**src/rtl/sese_pkg.sv**
```systemverilog
package sese_pkg;

    typedef enum logic [3:0] {
        ST_READ,
        ST_C1,
        ST_C2,
        ST_C3,
        ST_C4,
        ST_C5,
        ST_WINDOW,
        ST_ERASE,
        ST_SUSP
    } seq_state_e;

    typedef enum logic [2:0] {
        K_UNLOCK_A,
        K_UNLOCK_B,
        K_SETUP,
        K_SECTOR,
        K_SUSPEND,
        K_OTHER
    } cmd_kind_e;

    localparam logic [10:0] ADDR_KEY_A   = 11'h555;
    localparam logic [10:0] ADDR_KEY_B   = 11'h2AA;
    localparam logic [7:0]  CODE_KEY_A   = 8'hAA;
    localparam logic [7:0]  CODE_KEY_B   = 8'h55;
    localparam logic [7:0]  CODE_SETUP   = 8'h80;
    localparam logic [7:0]  CODE_SECTOR  = 8'h30;
    localparam logic [7:0]  CODE_SUSPEND = 8'hB0;

    function automatic cmd_kind_e classify(input logic [10:0] a, input logic [7:0] d);
        cmd_kind_e k;
        k = K_OTHER;
        if (d == CODE_KEY_A && a == ADDR_KEY_A)      k = K_UNLOCK_A;
        else if (d == CODE_KEY_B && a == ADDR_KEY_B) k = K_UNLOCK_B;
        else if (d == CODE_SETUP && a == ADDR_KEY_A) k = K_SETUP;
        else if (d == CODE_SECTOR)                   k = K_SECTOR;
        else if (d == CODE_SUSPEND)                  k = K_SUSPEND;
        return k;
    endfunction

endpackage

```
**src/rtl/sese_cmd_decode.sv**
```systemverilog
module sese_cmd_decode
    import sese_pkg::*;
#(
    parameter int ADDR_W = 14
) (
    input  logic [ADDR_W-1:0] addr,
    input  logic [7:0]        data,
    input  logic [ADDR_W-12:0] unused_hi,
    output cmd_kind_e         kind
);
    logic unused_ok;
    assign unused_ok = ^unused_hi;
    assign kind = classify(addr[10:0], data);
endmodule

```
**src/rtl/sese_cycle_timer.sv**
```systemverilog
module sese_cycle_timer #(
    parameter int LIMIT = 20
) (
    input  logic clk,
    input  logic rst,
    input  logic clear,
    input  logic run,
    output logic done
);
    localparam int CW = (LIMIT > 2) ? $clog2(LIMIT) : 1;
    localparam logic [CW-1:0] LAST = CW'(LIMIT - 1);

    logic [CW-1:0] count;

    assign done = run && (count == LAST);

    always_ff @(posedge clk) begin
        if (rst || clear)  count <= '0;
        else if (done)     count <= '0;
        else if (run)      count <= count + 1'b1;
    end


    timer_range_chk: assert property (@(posedge clk) disable iff (rst)
        count <= LAST);
endmodule

```
**src/rtl/sector_erase_seq.sv**
```systemverilog
module sector_erase_seq
    import sese_pkg::*;
#(
    parameter int ADDR_W    = 14,
    parameter int SECT_W    = 3,
    parameter int WIN_CYC   = 20,
    parameter int ERASE_CYC = 30
) (
    input  logic                     clk,
    input  logic                     rst,
    input  logic                     wr_en,
    input  logic [ADDR_W-1:0]        wr_addr,
    input  logic [7:0]               wr_data,
    output logic                     ready,
    output logic                     win_expired,
    output logic [(1<<SECT_W)-1:0]   erase_sel
);
    localparam int NUM_SECT = 1 << SECT_W;

    seq_state_e          state, state_n;
    logic [NUM_SECT-1:0] sel_n;
    cmd_kind_e           kind;
    logic [SECT_W-1:0]   sect;
    logic [NUM_SECT-1:0] sect_bit;
    logic                win_clear, win_run, win_done;
    logic                ers_clear, ers_run, ers_done;
    logic                is_sector, is_suspend;

    sese_cmd_decode #(.ADDR_W(ADDR_W)) u_decode (
        .addr      (wr_addr),
        .data      (wr_data),
        .unused_hi (wr_addr[ADDR_W-1:11]),
        .kind      (kind)
    );

    assign sect       = wr_addr[ADDR_W-1 -: SECT_W];
    assign sect_bit   = NUM_SECT'(1) << sect;
    assign is_sector  = wr_en && (kind == K_SECTOR);
    assign is_suspend = wr_en && (kind == K_SUSPEND);

    assign win_clear = is_sector && (state == ST_C5 || state == ST_WINDOW);
    assign win_run   = (state == ST_WINDOW) && !wr_en;
    assign ers_clear = is_sector && (state == ST_C5);
    assign ers_run   = (state == ST_ERASE) && !is_suspend;

    sese_cycle_timer #(.LIMIT(WIN_CYC)) u_win_timer (
        .clk (clk), .rst (rst), .clear (win_clear), .run (win_run), .done (win_done)
    );

    sese_cycle_timer #(.LIMIT(ERASE_CYC)) u_erase_timer (
        .clk (clk), .rst (rst), .clear (ers_clear), .run (ers_run), .done (ers_done)
    );

    always_comb begin
        state_n = state;
        sel_n   = erase_sel;
        unique case (state)
            ST_READ:   if (wr_en && kind == K_UNLOCK_A) state_n = ST_C1;
            ST_C1:     if (wr_en) state_n = (kind == K_UNLOCK_B) ? ST_C2 : ST_READ;
            ST_C2:     if (wr_en) state_n = (kind == K_SETUP)    ? ST_C3 : ST_READ;
            ST_C3:     if (wr_en) state_n = (kind == K_UNLOCK_A) ? ST_C4 : ST_READ;
            ST_C4:     if (wr_en) state_n = (kind == K_UNLOCK_B) ? ST_C5 : ST_READ;
            ST_C5: begin
                if (is_sector) begin
                    state_n = ST_WINDOW;
                    sel_n   = sect_bit;
                end else if (wr_en) begin
                    state_n = ST_READ;
                end
            end
            ST_WINDOW: begin
                if (is_sector) begin
                    sel_n = erase_sel | sect_bit;
                end else if (is_suspend) begin
                    state_n = ST_SUSP;
                end else if (wr_en) begin
                    state_n = ST_READ;
                    sel_n   = '0;
                end else if (win_done) begin
                    state_n = ST_ERASE;
                end
            end
            ST_ERASE: begin
                if (is_suspend) begin
                    state_n = ST_SUSP;
                end else if (ers_done) begin
                    state_n = ST_READ;
                    sel_n   = '0;
                end
            end
            ST_SUSP:   if (is_sector) state_n = ST_ERASE;
            default:   state_n = ST_READ;
        endcase
    end

    always_ff @(posedge clk) begin
        if (rst) begin
            state     <= ST_READ;
            erase_sel <= '0;
        end else begin
            state     <= state_n;
            erase_sel <= sel_n;
        end
    end

    assign ready       = !(state == ST_WINDOW || state == ST_ERASE);
    assign win_expired = (state == ST_ERASE) || (state == ST_SUSP);


    erase_ignore_chk: assert property (@(posedge clk) disable iff (rst)
        (state == ST_ERASE && wr_en && kind != K_SUSPEND && !ers_done) |=> $stable(erase_sel));


    stray_abort_chk: assert property (@(posedge clk) disable iff (rst)
        (state == ST_WINDOW && wr_en && kind != K_SECTOR && kind != K_SUSPEND)
        |=> (ready && !win_expired && erase_sel == '0));


    erase_finish_chk: assert property (@(posedge clk) disable iff (rst)
        (state == ST_ERASE && ers_done) |=> (ready && !win_expired && erase_sel == '0));


    expire_src_chk: assert property (@(posedge clk) disable iff (rst)
        $rose(win_expired) |-> ($past(state) == ST_WINDOW));


    sector_add_chk: assert property (@(posedge clk) disable iff (rst)
        (state == ST_WINDOW && is_sector)
        |=> (((erase_sel & $past(sect_bit)) != '0) &&
             ((erase_sel & $past(erase_sel)) == $past(erase_sel))));


    busy_entry_chk: assert property (@(posedge clk) disable iff (rst)
        $fell(ready) |-> ($past(state) == ST_C5 || $past(state) == ST_SUSP));


    suspend_hold_chk: assert property (@(posedge clk) disable iff (rst)
        (state == ST_SUSP && !is_sector) |=> ($stable(erase_sel) && ready && win_expired));
endmodule

```
**config.mk**
```make
export PLATFORM = sky130hd
export DESIGN_NAME = sector_erase_seq
export DESIGN_NICKNAME = d
export VERILOG_FILES = /design/src/rtl/sese_pkg.sv /design/src/rtl/sese_cmd_decode.sv /design/src/rtl/sese_cycle_timer.sv /design/src/rtl/sector_erase_seq.sv
export SDC_FILE = /design/constraint.sdc
export NUM_CORES = 1
export LEC_CHECK = 0
export BUFFER_PORTS_ARGS = -buffer_cell sky130_fd_sc_hd__buf_2
export CAP_MARGIN = 10
export CORE_AREA = 4 4 79 44
export CTS_CLUSTER_SIZE = 25
export DETAILED_ROUTE_END_ITERATION = 8
export DIE_AREA = 0 0 83 48
export PLACE_DENSITY = 0.79
export SLEW_MARGIN = 10
export SYNTH_ARGS = -nofsm -noshare
export SYNTH_HDL_FRONTEND = slang
export SYNTH_SLANG_ARGS = --single-unit
```
**constraint.sdc**
```tcl
create_clock -name clk -period 4.8 [get_ports clk]
set_input_delay 1.2 -clock clk [delete_from_list [all_inputs] [get_ports clk]]
set_output_delay 1.2 -clock clk [all_outputs]
set_load 0.02 [all_outputs]
```
-- Word-level counts from Yosys, hierarchy flattened
Index checks and enable logic that the tools add are counted.
- multiplexer cells: 31
- bitwise operators: 1
- shifts and indexed selects: 1
- eq/ne operators: 36
- $add $sub $neg: 2
- reduce and logical (&&, ||, !) cells: 27
- operators by type and width (kind ; number):
    4-bit 2-to-1 mux ; 14
    8-bit 2-to-1 mux ; 6
    4-bit case mux with 9 select lines ; 1
    8-bit == test, second input constant ; 3
    8-bit case mux with 3 select lines ; 1
    2-bit inequality test, second input constant ; 10
    3-bit 2-to-1 mux ; 6
    4-bit by 3-bit == test with 1-bit output, second input constant ; 4
    1-bit logical AND ; 12
    3-bit inequality test, second input constant ; 4
    11-bit by 10-bit == test with 1-bit output, second input constant ; 1
    11-bit == test, second input constant ; 1
    5-bit by 1-bit adder with 5-bit output, second input constant ; 2
    5-bit == test, second input constant ; 2
    10-bit AND reduction ; 1
    4-bit by 2-bit == test with 1-bit output, second input constant ; 2
    8-bit by 6-bit == test with 1-bit output, second input constant ; 1
    8-bit by 7-bit == test with 1-bit output, second input constant ; 1
    8-bit OR ; 1
    1-bit by 3-bit << shifter with 8-bit output, first input constant ; 1
    3-bit by 2-bit == test with 1-bit output, second input constant ; 2
    6-bit AND reduction ; 1
    1-bit logical OR ; 5
    4-bit by 1-bit == test with 1-bit output, second input constant ; 1
    11 further kinds ; 15
- output and inout port bits: 10
- register bits after elaboration: 22
- input port bits: 25

-- Longest topological paths before layout
- depth in word-level cells: 14
- gate-level depth with buffers: 7
- depth with buffers taken out: 7

-- By module
Synthesis repeated with hierarchy kept, for this count alone.
- cell total of the unflattened synthesis: 186
- area, all modules: 1579.0 um^2
- modules (own cells, without submodules) (module ; area an instance (um^2) ; cells an instance ; times used ; sequential area each (um^2)):
    sector_erase_seq ; 878.3 ; 108 ; 1 ; 240.2
    sese_cycle_timer at u_erase_timer ; 276.5 ; 27 ; 1 ; 100.1
    sese_cycle_timer at u_win_timer ; 252.7 ; 27 ; 1 ; 100.1
    sese_cmd_decode ; 171.4 ; 24 ; 1 ; 0.0

-- Least setup slack after synthesis
Ideal clock, no wire load.
- path type: input to register
- from: input port wr_data[0]
- to: register state[0]
- buffers on the path: 1
- data arrival time: 2.351 ns
- path slack: 2.316 ns
- stages: 6
- cells stage by stage: nor4b_4 -> a31o_2 -> buf_4 -> nor2_1 -> a2111oi_2 -> a211oi_2
- longest elaborated chain between the ends: 13
- elaborated cells on any way between the ends: 40
- those cells by class: eq/ne (15); mux (14); reduce/logical (11)
- RTL lines (element ; line ; source):
    from (decl) ; sector_erase_seq.sv:13 ; input logic [7:0] wr_data,
    8-bit == test ; sese_pkg.sv:39 ; else if (d == CODE_SUSPEND) k = K_SUSPEND;
    1-bit 2-to-1 mux ; sese_pkg.sv:39 ;
    3-bit 2-to-1 mux ; sese_pkg.sv:38 ; else if (d == CODE_SECTOR) k = K_SECTOR;
    3-bit 2-to-1 mux ; sese_pkg.sv:37 ; else if (d == CODE_SETUP && a == ADDR_KEY_A) k = K_SETUP;
    3-bit 2-to-1 mux ; sese_pkg.sv:36 ; else if (d == CODE_KEY_B && a == ADDR_KEY_B) k = K_UNLOCK_B;
    3-bit 2-to-1 mux (*) ; sese_pkg.sv:35 ; if (d == CODE_KEY_A && a == ADDR_KEY_A) k = K_UNLOCK_A;
    3-bit == test ; sector_erase_seq.sv:39 ; assign is_suspend = wr_en && (kind == K_SUSPEND);
    1-bit logical AND ; sector_erase_seq.sv:39 ;
    1-bit zero test ; sector_erase_seq.sv:44 ; assign ers_run = (state == ST_ERASE) && !is_suspend;
    1-bit logical AND ; sector_erase_seq.sv:44 ;
    1-bit logical AND ; sese_cycle_timer.sv:15 ; assign done = run && (count == LAST);
    3-bit inequality test (no line) ; - ;
    10-bit AND reduction (no line) ; - ;
    to (signal assigned) ; sector_erase_seq.sv:101 ; state <= state_n;
    to (decl) ; sector_erase_seq.sv:20 ; seq_state_e state, state_n;
Every way passes the cells marked *; elsewhere a longest branch is shown, timed or not. The select of a mux whose other input is x is not followed.
A chain may end at the register's enable or synchronous reset.

-- Worst setup path after layout
- from: register state[0]
- to: output port win_expired
- longest elaborated chain between the ends: 2
- elaborated cells on any way between the ends: 3
- those cells by class: eq/ne (2); reduce/logical (1)
- RTL lines (element ; line ; source):
    4-bit by 3-bit == test with 1-bit output / 4-bit == test (equally long branches) ; sector_erase_seq.sv:107 ; assign win_expired = (state == ST_ERASE) || (state == ST_SUSP);
    1-bit logical OR (*) ; sector_erase_seq.sv:107 ;
    to (decl) ; sector_erase_seq.sv:15 ; output logic win_expired,
Every way passes the cells marked *; elsewhere a longest branch is shown, timed or not.

==> key figures <==
Synthesis
  – Netlist cell types: 57
  – Proportion of synthesized flip-flops having asynchronous set or reset: 0
  – Fraction of the yosys area taken by sequential cells: 0.3003
  – Net Count, Synth: 190
  – Cells after Synth: 162
  – Number of enable flip-flop cells after synthesis: 0
  – Main combinational cell family by area after synthesis: simple AND/OR/NAND/NOR gates
  – Mean instance size in the synthesized netlist: just over 9 um^2
  – Post-synthesis adder-cell area fraction: 0.02560
  – Simple logic cell fraction of the synthesized area: 0.3370
  – Parity-gate share of the synthesized area counting xor and xnor cells: 0.02986
  – Area share of the largest cell type after synthesis: 0.3003
  – Complex-gate fraction of the synthesized area: 0.2568
  – Count of synthesis-stage warnings from yosys: 0
  – Biggest area contributors in the synthesized netlist: dfxtp_1 (30%), o2bb2ai_1 (4.8%), nor2_1 (4.1%)
  – Proportion of synthesized area in mux cells: 0.006826
  – Synthesized area: 1466 um^2
  – Post-synthesis cell type with the largest combined area: dfxtp_1
  – Prevailing post-synth register cell: dfxtp_1
  – FF+latch count, synth: 22

Clocking
  – Deepest clock path buffer count: 2
  – Insertion delay of the later-clocked pin in the worst-skew pair: 260 ps
  – Root Buffer Master: clkbuf_8
  – Number of buffers inserted by post-CTS setup repair: 0
  – Worst-path clk slew: about 70 ps
  – CTS Buf Count: 3
  – Clock tree from TritonCTS: built
  – Number of hold buffers added after cts: 0
  – Clock sink total: 22
  – Post-cts sizing count: 0
  – Htree depth: 1

Drt
  – DR DRC count: 0
  – Vias: 1549
  – Initial DRC count: ~230
  – Count of antenna-violating nets left after detailed routing: 0
  – Vias/cell: 6.648
  – Total Routed Length: 4112 um
  – Post-DR wirelength/cell: 17.65 um
  – DRT Pass-1 Iters: 5

Worst setup path
  – Origin of the worst setup path: state[0]$_SDFFE_PP0P_
  – Worst endpoint data arrival time: between 1500 and 2000 ps
  – Worst-case reg-to-reg path depth: 7
  – Worst flop-to-flop path startpoint: state[2]$_SDFFE_PP0P_
  – Worst path cell trace: or4b_4 -> nand2_1 -> buf_2
  – Crit end category: output port
  – Worst flop-to-flop path endpoint: u_win_timer.count[4]$_SDFFE_PP0P_
  – Worst setup SP type: flop
  – Delay of the slowest cell on the worst path: roughly 640 ps
  – Worst setup endpoint: win_expired
  – Biggest fanout along the worst timing path: 17
  – Critical-path cell with the highest stage delay: or4b_4
  – Worst endpoint required time: around 3600 ps
  – Worst Setup Path Type: reg -> out
  – Worst reg-to-reg setup slack: 2730 ps

GRT
  – Initial antenna violation count: 0
  – Gr busiest metal: met2
  – GRT met2 Usage: 0.3599
  – Total congestion overflow: 0
  – Via count of the first global-routing pass: ~1400
  – Global-route usage over all layers: 0.2078
  – Global-route wire length before repair: about 6600 um
  – Routing usage on met3: 0.06014
  – Pin count of the biggest net entering global routing: 18
  – Routing usage on met1: 0.2602

Place
  – Detailed-placement wirelength estimate: 3173 um
  – Port bufs: 34
  – Routability congestion estimate: 0.9233
  – Pre-CTS worst setup slack: about 1900 ps

Power and ir drop
  – Clock share of power: 0.382
  – Pwr/cell area: 205.1 nW/um^2
  – Share of power burned in registers: 0.524
  – Static leakage: 0.6096 nW
  – Part of the power in combinational logic: 0.093
  – Psw: 78.22 uW
  – P_int: 269.8 uW
  – VDD IR-drop max: 0.0001132 V
  – Switching part of the total power: 0.2247

Finish
  – Proportion of layout cells with a drive suffix above 1: 0.3057
  – Commonest cells after routing, fill and taps aside: buf_2 (34), dfxtp_1 (22), nor2_1 (16)
  – Most common cell after layout, fill and taps aside: buf_2
  – Net count of the finished layout: 222
  – Antenna cell count: 0
  – Growth of design area from synthesis to finish: 15.70%

Floorplanning
  – Standard cell core area: 2838 um^2
  – Number of top-level design ports: 35
  – Overall die width: 83 um
  – Number of rows created at floorplan: 14
  – Vertical extent of the die: around 48 um
  – Die Footprint: 3984 um^2
  – Initial Util: 0.5168

STA
  – Relative max-transition margin: 0.5687
  – Final-layout worst hold slack: 463.0 ps
  – Post-route fraction of the period consumed by the critical path: 0.5993
  – Number of max-slew violations in the final report: 0
  – Worst setup slack after layout: 1923 ps
  – Final critical path time including I/O delays and setup: between 2000 and 3000 ps
  – Unrepaired setup endpoints after global routing: no
  – Number of failing setup endpoints in the final timing report: 0
  – Measured slew at the worst slew-check pin: roughly 650 ps
  – Final worst clock skew: between 3 and 4 ps
  – Highest Clock Rate: 347.6 MHz
  – Post-Route Setup TNS: 0 ps
  – Final number of hold-violating endpoints: 0

Worst hold path
  – Class of the tightest hold or removal check: reg -> reg

Status
  – Outcome: completed

Job
  – Max-cap violation count: 0
Yosys cell counts (2+ instances only):
| cell type | number |
|---|---|
| and3_1 | 2 |
| buf_2 | 3 |
| nor4_1 | 2 |
| nand2_1 | 8 |
| xor2_1 | 3 |
| or3_4 | 2 |
| a211oi_2 | 4 |
| nand3_1 | 5 |
| o211ai_1 | 2 |
| nor2b_1 | 3 |
| nor2_1 | 16 |
| nand4_1 | 5 |
| xnor2_1 | 2 |
| buf_4 | 2 |
| inv_1 | 4 |
| and2_1 | 2 |
| nand2b_1 | 3 |
| o31ai_2 | 2 |
| nor3_1 | 4 |
| nor3b_1 | 2 |
| nand4b_1 | 2 |
| o21ai_0 | 3 |
| a31o_2 | 2 |
| o2bb2ai_1 | 8 |
| dfxtp_1 | 22 |
| ha_1 | 3 |
| a21oi_1 | 10 |
| nand4bb_1 | 2 |
| a311oi_1 | 2 |
| nor4bb_1 | 5 |
area by class of cell:
cell class,count,area (um^2)
clock buffer,4,55.05
fill,230,1141
inverter,5,18.77
multi-input combinational,128,962.2
sequential,22,440.4
tap,40,50.05
timing repair buffer,34,170.2
critical path: cells and delay by family (launching register included):
kind | cells | cell delay, ps
DFF | 1 | 520
and+or+nand+nor | 2 | 720
buffers and inverters | 1 | 180
worst min path at each step:
stage / start / endpoint / depth (start not counted)
after global routing: erase_sel[1]$_SDFFE_PP0P_ / erase_sel[1]$_SDFFE_PP0P_ / 1
final: erase_sel[6]$_SDFFE_PP0P_ / erase_sel[6]$_SDFFE_PP0P_ / 1
after floorplan: u_erase_timer.count[4]$_SDFFE_PP0P_ / u_erase_timer.count[4]$_SDFFE_PP0P_ / 2
after CTS: erase_sel[6]$_SDFFE_PP0P_ / erase_sel[6]$_SDFFE_PP0P_ / 1
after global placement: erase_sel[5]$_SDFFE_PP0P_ / erase_sel[5]$_SDFFE_PP0P_ / 1
after detailed placement: erase_sel[0]$_SDFFE_PP0P_ / erase_sel[0]$_SDFFE_PP0P_ / 1
flip-flops by register name, summed over array words and instances (netlist names):
name                 cells
u_erase_timer.count      5
erase_sel                8
state                    4
u_win_timer.count        5
power by group through the flow:
stage	clock (mW)	combinational (mW)	sequential, mW
CTS	0.135	0.0315	0.182
finish	0.133	0.0325	0.182
global route	0.143	0.0349	0.182
detailed placement	0	0.0313	0.187
floorplan	0	0.0141	0.187
global placement	0	0.0296	0.187
metal layers:
metal	wire length, um	part of all wire
met2	1953	0.47
met5	0	0
met4	87	0.021
met3	370	0.090
met1	1701	0.41
through the flow:
| stage | instances | area (um^2) | utilization | power, mW |
|---|---|---|---|---|
| 5_1_grt | 233 | 1697 | 0.5979 | 0.3603 |
| 4_1_cts | 233 | 1697 | 0.5979 | 0.3489 |
| 6_report | 233 | 1697 | 0.5979 | 0.3481 |
| 3_5_place_dp | 229 | 1642 | 0.5785 | 0.2181 |
| 3_3_place_gp | 229 | 1642 | 0.5785 | 0.2164 |
| 2_1_floorplan | 162 | 1466 | - | 0.2008 |
kinds of logic (layout without fill, tap and decap cells):
family                     count (synthesis)  after routing
AOI/OAI and AO/OA                         45             45
xor gates and xnor gates                   5              5
adders and majority gates                  3              3
buffers and inverters                     12             43
DFF                                       22             22
muxes                                      1              1
and+or+nand+nor                           74             74
Power figures use the tool's default switching activity.
